--- src/rtl/tmr_irq_pkg.sv ---
package tmr_irq_pkg;
  localparam int NSRC   = 4;
  localparam int DATA_W = 8;

  // register bit position for source index (0 ovf, 1 cmp A, 2 cmp B, 3 capture)
  function automatic int src_pos(input int i);
    case (i)
      0:       return 0;
      1:       return 1;
      2:       return 2;
      default: return 5;
    endcase
  endfunction

  function automatic logic [DATA_W-1:0] to_reg(input logic [NSRC-1:0] v);
    logic [DATA_W-1:0] r;
    r = '0;
    for (int i = 0; i < NSRC; i++) r[src_pos(i)] = v[i];
    return r;
  endfunction

  function automatic logic [NSRC-1:0] from_reg(input logic [DATA_W-1:0] r);
    logic [NSRC-1:0] v;
    for (int i = 0; i < NSRC; i++) v[i] = r[src_pos(i)];
    return v;
  endfunction

  // sticky flag update: a set always wins over a clear
  function automatic logic flag_next(input logic q, input logic set, input logic clr);
    return set | (q & ~clr);
  endfunction

  function automatic logic [NSRC-1:0] req_of(input logic [NSRC-1:0] flags,
                                             input logic [NSRC-1:0] en,
                                             input logic glob);
    return flags & en & {NSRC{glob}};
  endfunction
endpackage

--- src/rtl/tmr_irq_flag.sv ---
module tmr_irq_flag (
  input  logic clk,
  input  logic rst_n,
  input  logic set_i,
  input  logic clr_i,
  output logic q_o
);
  import tmr_irq_pkg::*;

  always_ff @(posedge clk or negedge rst_n) begin
    if (!rst_n) q_o <= 1'b0;
    else        q_o <= flag_next(q_o, set_i, clr_i);
  end
endmodule

--- src/rtl/tmr_irq_capsel.sv ---
module tmr_irq_capsel (
  input  logic top_mode_i,
  input  logic pin_ev_i,
  input  logic top_ev_i,
  output logic cap_set_o
);
  always_comb begin
    if (top_mode_i) cap_set_o = top_ev_i;
    else            cap_set_o = pin_ev_i;
  end
endmodule

--- src/rtl/tmr_irq_regif.sv ---
module tmr_irq_regif #(
  parameter int ADDR_W    = 2,
  parameter int EN_ADDR   = 0,
  parameter int FLAG_ADDR = 1
) (
  input  logic                               clk,
  input  logic                               rst_n,
  input  logic [ADDR_W-1:0]                  addr_i,
  input  logic                               wr_i,
  input  logic [tmr_irq_pkg::DATA_W-1:0]     wdata_i,
  input  logic [tmr_irq_pkg::NSRC-1:0]       flag_i,
  output logic [tmr_irq_pkg::NSRC-1:0]       en_o,
  output logic [tmr_irq_pkg::NSRC-1:0]       w1c_o,
  output logic [tmr_irq_pkg::DATA_W-1:0]     rdata_o
);
  import tmr_irq_pkg::*;

  localparam logic [ADDR_W-1:0] EN_A   = ADDR_W'(EN_ADDR);
  localparam logic [ADDR_W-1:0] FLAG_A = ADDR_W'(FLAG_ADDR);

  logic sel_en, sel_flag;
  logic [NSRC-1:0] wr_bits;

  assign sel_en   = (addr_i == EN_A);
  assign sel_flag = (addr_i == FLAG_A);

  always_comb begin
    wr_bits = '0;
    for (int b = 0; b < DATA_W; b++) begin
      for (int i = 0; i < NSRC; i++) begin
        if (src_pos(i) == b) wr_bits[i] = wdata_i[b];
      end
    end
  end

  always_ff @(posedge clk or negedge rst_n) begin
    if (!rst_n)              en_o <= '0;
    else if (wr_i && sel_en) en_o <= wr_bits;
  end

  assign w1c_o = (wr_i && sel_flag) ? wr_bits : '0;

  always_comb begin
    if (sel_en)        rdata_o = to_reg(en_o);
    else if (sel_flag) rdata_o = to_reg(flag_i);
    else               rdata_o = '0;
  end
endmodule

--- src/rtl/tmr_irq_ctrl.sv ---
module tmr_irq_ctrl #(
  parameter int ADDR_W    = 2,
  parameter int EN_ADDR   = 0,
  parameter int FLAG_ADDR = 1
) (
  input  logic              clk,
  input  logic              rst_n,
  input  logic [ADDR_W-1:0] bus_addr,
  input  logic              bus_wr,
  input  logic [7:0]        bus_wdata,
  output logic [7:0]        bus_rdata,
  input  logic              gie,
  input  logic              cap_top_mode,
  input  logic              ev_cap_pin,
  input  logic              ev_cap_top,
  input  logic              ev_cmp_b,
  input  logic              ev_cmp_a,
  input  logic              ev_ovf,
  input  logic [3:0]        ack,
  output logic [3:0]        irq_req,
  output logic              irq_any
);
  import tmr_irq_pkg::*;

  // named internal events, visible to the bound checker
  logic            cap_set;
  logic [NSRC-1:0] set_vec;
  logic [NSRC-1:0] w1c_vec;
  logic [NSRC-1:0] clr_vec;
  logic [NSRC-1:0] flag_vec;
  logic [NSRC-1:0] en_vec;

  tmr_irq_capsel u_capsel (
    .top_mode_i (cap_top_mode),
    .pin_ev_i   (ev_cap_pin),
    .top_ev_i   (ev_cap_top),
    .cap_set_o  (cap_set)
  );

  assign set_vec = {cap_set, ev_cmp_b, ev_cmp_a, ev_ovf};
  assign clr_vec = w1c_vec | ack;

  for (genvar g = 0; g < NSRC; g++) begin : g_flag
    tmr_irq_flag u_flag (
      .clk   (clk),
      .rst_n (rst_n),
      .set_i (set_vec[g]),
      .clr_i (clr_vec[g]),
      .q_o   (flag_vec[g])
    );
  end

  tmr_irq_regif #(
    .ADDR_W    (ADDR_W),
    .EN_ADDR   (EN_ADDR),
    .FLAG_ADDR (FLAG_ADDR)
  ) u_regif (
    .clk     (clk),
    .rst_n   (rst_n),
    .addr_i  (bus_addr),
    .wr_i    (bus_wr),
    .wdata_i (bus_wdata),
    .flag_i  (flag_vec),
    .en_o    (en_vec),
    .w1c_o   (w1c_vec),
    .rdata_o (bus_rdata)
  );

  assign irq_req = req_of(flag_vec, en_vec, gie);
  assign irq_any = |irq_req;
endmodule

--- config.mk ---
export PLATFORM = sky130hd
export DESIGN_NAME = tmr_irq_ctrl
export DESIGN_NICKNAME = d
export VERILOG_FILES = /design/src/rtl/tmr_irq_pkg.sv /design/src/rtl/tmr_irq_flag.sv /design/src/rtl/tmr_irq_capsel.sv /design/src/rtl/tmr_irq_regif.sv /design/src/rtl/tmr_irq_ctrl.sv
export SDC_FILE = /design/constraint.sdc
export NUM_CORES = 1
export LEC_CHECK = 0
export ABC_AREA = 0
export BUFFER_PORTS_ARGS = -buffer_cell sky130_fd_sc_hd__buf_2
export CAP_MARGIN = 20
export CORE_UTILIZATION = 36
export CTS_BUF_LIST = sky130_fd_sc_hd__clkbuf_8
export CTS_CLUSTER_DIAMETER = 40
export DETAILED_ROUTE_END_ITERATION = 16
export HOLD_SLACK_MARGIN = 0.12
export PLACE_DENSITY = 0.77
export SLEW_MARGIN = 20
export SYNTH_ARGS = -nofsm -noshare
export SYNTH_HDL_FRONTEND = slang
export SYNTH_SLANG_ARGS = --single-unit
--- constraint.sdc ---
create_clock -name clk -period 1.2 [get_ports clk]
set_clock_uncertainty 0.05 [all_clocks]
set_input_delay 0.12 -clock clk [delete_from_list [all_inputs] [get_ports clk]]
set_output_delay 0.12 -clock clk [all_outputs]
set_load 0.02 [all_outputs]
**Word level (Yosys, flattened, before mapping)**

Index checks and enable logic that the tools add are counted.

- Magnitude comparators: 16
- Equality and inequality tests: 1
- Muxes and demuxes: 38
- Bitwise logic cells: 17
- Reductions and logical operators: 12

Operators by type and width:

| operator | count |
|---|---|
| $mux 32 | 12 |
| $ge 32x1->1 const B | 8 |
| $lt 32x5->1 const B | 8 |
| $bwmux 8 | 6 |
| $demux 1 s3 | 8 |
| $and 8x8->8 | 2 |
| $mux 8 | 2 |
| $logic_and 1x1->1 | 10 |
| $mux 1 | 9 |
| $and 4x4->4 | 2 |
| $and 1x1->1 | 4 |
| $mux 4 | 1 |
| $not 1->1 | 4 |
| $or 1x1->1 | 4 |
| $or 4x4->4 | 1 |
| $reduce_or 4->1 | 1 |
| $eq 2x1->1 const B | 1 |
| $logic_not 2->1 | 1 |

- Bits in registers: 8
- Input port bits: 24
- Output and inout port bits: 13
- Logic and storage cells: 89

**Depth between registers and ports, before layout**

- Depth in word-level cells: 13
- Depth in mapped cells: 3
- Gate-level depth less buffers: 2

**By module**

A second synthesis with hierarchy kept.

- Cell total of the unflattened synthesis: 50
- Area total of the unflattened synthesis: 529.3 um2

By module, submodules not included:

| module | instances | cells an instance | area each (um2) | seq. area each (um2) |
|---|---|---|---|---|
| tmr_irq_regif | 1 | 28 | 299.0 | 100.1 |
| tmr_irq_flag | 4 | 3 | 36.3 | 25.0 |
| tmr_irq_ctrl | 1 | 9 | 70.1 | 0.0 |
| tmr_irq_capsel | 1 | 1 | 15.0 | 0.0 |

**Least setup slack after synthesis**

OpenSTA, ideal clock, no wires.

- Path type: flip-flop to output port
- Start: reg g_flag[3].u_flag.q_o
- End: out irq_any
- Arrival time: 1.249 ns
- Data required time: 1.030 ns
- Path slack: -0.219 ns
- Cell stages (with the launch flop): 3
- Path buffers: 0
- Cells stage by stage: dfrtp_1 > and3_1 > or4_1

- Cells in the longest elaborated chain, start to end: 3

RTL lines:

| item | RTL line | RTL |
|---|---|---|
| from (decl) | tmr_irq_flag.sv:6 | `output logic q_o` |
| from (signal assigned) | tmr_irq_flag.sv:12 | `else q_o <= flag_next(q_o, set_i, clr_i);` |
| $and 4x4->4 (2 in series) | tmr_irq_pkg.sv:36 | `return flags & en & {NSRC{glob}};` |
| net irq_req[3] | tmr_irq_ctrl.sv:20 | `output logic [3:0] irq_req,` |
| $reduce_or 4->1 | tmr_irq_ctrl.sv:70 | `assign irq_any = \|irq_req;` |
| to (decl) | tmr_irq_ctrl.sv:21 | `output logic irq_any` |

The timed path passes the listed nets, and every way through them passes these cells.

**Final worst setup path**

- Start: reg u_regif.en_o[3] (netlist name)
- End: out irq_any

- Cells in the longest elaborated chain, start to end: 3

RTL lines:

| item | RTL line | RTL |
|---|---|---|
| from (decl) | tmr_irq_regif.sv:12 | `output logic [tmr_irq_pkg::NSRC-1:0] en_o,` |
| from (signal assigned) | tmr_irq_regif.sv:38 | `else if (wr_i && sel_en) en_o <= wr_bits;` |
| $and 4x4->4 (2 in series) | tmr_irq_pkg.sv:36 |  |
| $reduce_or 4->1 | tmr_irq_ctrl.sv:70 |  |

No other way between the ends.

==> metrics.txt <==
synthesized area approximately 500 sq um; Starting Density 38.7%; FF+latch count, synth 8; fin crit share 134%; VDD IR max roughly 0.7 mV; unrepaired setup endpoints after global routing true; Finished Cell Area 890 sq um; drt pass-1 iters 3; port buffer count 28; I/O Pins 37; Vias/cell around 4.8; Reg power frac around 33%; Num CTS Buffers 3; commonest non-fill, non-tap cell in the layout buf_2; number of H-tree levels 1; layout cells sized above 1 around 56%; wl on met1 554 microns; Rows 13; CTS tree done; critical path class reg -> out; worst skew pair latency between 0.2 and 0.25 ns; Core ar. between 1000 and 1500 sq um; Final nets between 100 and 150; die height 39.1 microns; Crit. Startpoint u_regif.en_o[3]; antenna violations before repair 0; Crit-path slowest cell or4_4; drt total wl roughly 1400 microns; vias in the first global route just under 500; CP startpoint kind flop; CP Cell Sequence and3_4 > or4_4 > buf_6; WHS roughly 0.13 ns; Area after DPL between 700 and 800 sq um; combinational fraction of design power between 30% and 40%; clock buffer depth 2; root buffer cell clkbuf_8; syn_area_per_cell 11.0 sq um; Area Overhead vs Synth 79.1%; WP data arrival 1.44 ns; max-slew violation count 0; post-synthesis sequential area ratio between 40% and 50%; Final ANT Viol Nets 0; clk sink count 8; Leak roughly 0.46 nW; Mapped Cells 45; met2 WL post-DR ~730 microns; Clock Pin Slew Worst Setup and Hold Paths roughly 0.04 ns; CP max stage delay about 0.52 ns; Post-Route Setup TNS -0.498 ns; Worst EP required 1.03 ns; Die X about 39 microns; max cap viols 0; GRT overflow 0; r2r endpoint u_regif.en_o[2]; clock power share between 30% and 40%; Iter 0 DRT Violations 6; crit-path max FO 2; Sw Share a little over a quarter; r2r setup slk between 0.2 and 0.3 ns; R2R cell count 2; Critical Path Sink irq_any; via count 520; Synth warnings 0; Tot GR Track Use a little over a fifth; minimum clock period between 1.5 and 2 ns; Internal approximately 0.00074 W; FF-to-FF Start u_regif.en_o[2]; first-pass GRT wire length around 2100 microns; worst hold start ack[3]; commonest cells after routing, fill and taps aside buf_2, dlygate4sd3_1, dfrtp_1, buf_4; Hold Crit Class in -> reg; Tot Pwr a little over 0.001 W; Netlist cell types 17; final setup fails 5; nature of the critical path endpoint primary output; dpl ws -0.178 ns; gpl congestion about 0.73; Final WS setup -0.414 ns; pin count of the biggest net entering global routing 9; Fin. Hold Viols 0; Net Switching 0.000273 W; DR DRC count 0; DR WL/cell between 10 and 15 microns; DR WL met3 approximately 52 microns; cell area power density about 1100 nW/um^2; top routing layer in use met4; fmax 620 MHz; violated checks negative setup slack; # diodes 0; Die Area ~1500 sq um; DP HPWL around 880 microns; status finished with violations
==> timing repair <==
action                                 4_1_cts  5_1_grt
buffers inserted                             2        2
endpoints found under the hold margin       16        0
pin swaps                                    1        2
gates resized for setup                      5        5
hold buffers                                11        0
setup endpoints to repair                    5        5
==> routing by layer <==
metal | track usage [%] | vias up
met1 | 25.5 | 245
met2 | 36.7 | 19
met4 | 12.9 | 0
met3 | 3.47 | 2
met5 | 0 | -
li1 | - | 254
==> sequential cells by signal, indices dropped and copies added (netlist names) <==
| signal | count |
|---|---|
| g_flag.u_flag.q_o | 4 |
| u_regif.en_o | 4 |
==> power groups by stage <==
stage / registers (W) / clock network, W / logic, W
CTS: 0.000327 / 0.000320 / 0.000357
global placement: 0.000326 / 0 / 0.000305
floorplan: 0.000330 / 0 / 0.000176
finish: 0.000329 / 0.000313 / 0.000367
global route: 0.000334 / 0.000341 / 0.000397
detailed placement: 0.000329 / 0 / 0.000309
==> metrics by stage <==
step,utilization (%),instances
5_1_grt,69.2,109
2_1_floorplan,-,48
6_report,69.2,109
3_3_place_gp,55.2,95
3_5_place_dp,55.2,95
4_1_cts,68.3,109
==> area by class of cell <==
| type | count | area [sq um] |
|---|---|---|
| clock buffers | 3 | 41.3 |
| flip-flops and latches | 8 | 200 |
| multi-input cells | 32 | 272 |
| repair buffers | 48 | 347 |
| fillers | 100 | 395 |
| well taps | 15 | 18.8 |
| inverters | 3 | 11.3 |
==> cells by family (layout without fill, tap and decap cells) <==
group	count (synthesis)	in the layout	synth area share, %
AO/OA/AOI/OAI	4	4	6.30
buffers and inverters	8	54	9.82
flip-flops	8	8	40.3
multiplexers	9	9	19.1
other	1	4	0.755
AND/OR/NAND/NOR	15	15	23.7
==> cells in the mapped netlist (all sizes together) <==
master,n,area [sq um]
nand4b,3,26.3
nor2,4,15.0
inv,3,11.3
or4,1,7.51
mux2i,5,50.1
and4b,1,10.0
mux2,4,45.0
dfrtp,8,200
and3,4,32.5
buf,5,37.5
or2b,1,7.51
a31o,3,26.3
o21ai,1,5.00
nor3b,1,18.8
conb,1,3.75
==> worst max-delay path: cells and delay by family, from the launching register on <==
kind	cells	cell delay, ns
flip-flops	1	0.38
buffers and inverters	1	0.14
AND/OR/NAND/NOR	2	0.70
==> worst min-delay path by stage <==
stage / slack [ns] / to / depth (start not counted)
2_1_floorplan: -0.23 / g_flag[0].u_flag.q_o / 0
3_3_place_gp: -0.08 / g_flag[1].u_flag.q_o / 1
3_5_place_dp: -0.08 / g_flag[1].u_flag.q_o / 1
4_1_cts: 0.13 / g_flag[3].u_flag.q_o / 3
5_1_grt: 0.15 / g_flag[1].u_flag.q_o / 3
6_report: 0.13 / g_flag[3].u_flag.q_o / 3
Note: power is estimated with default switching activity, not from simulation.
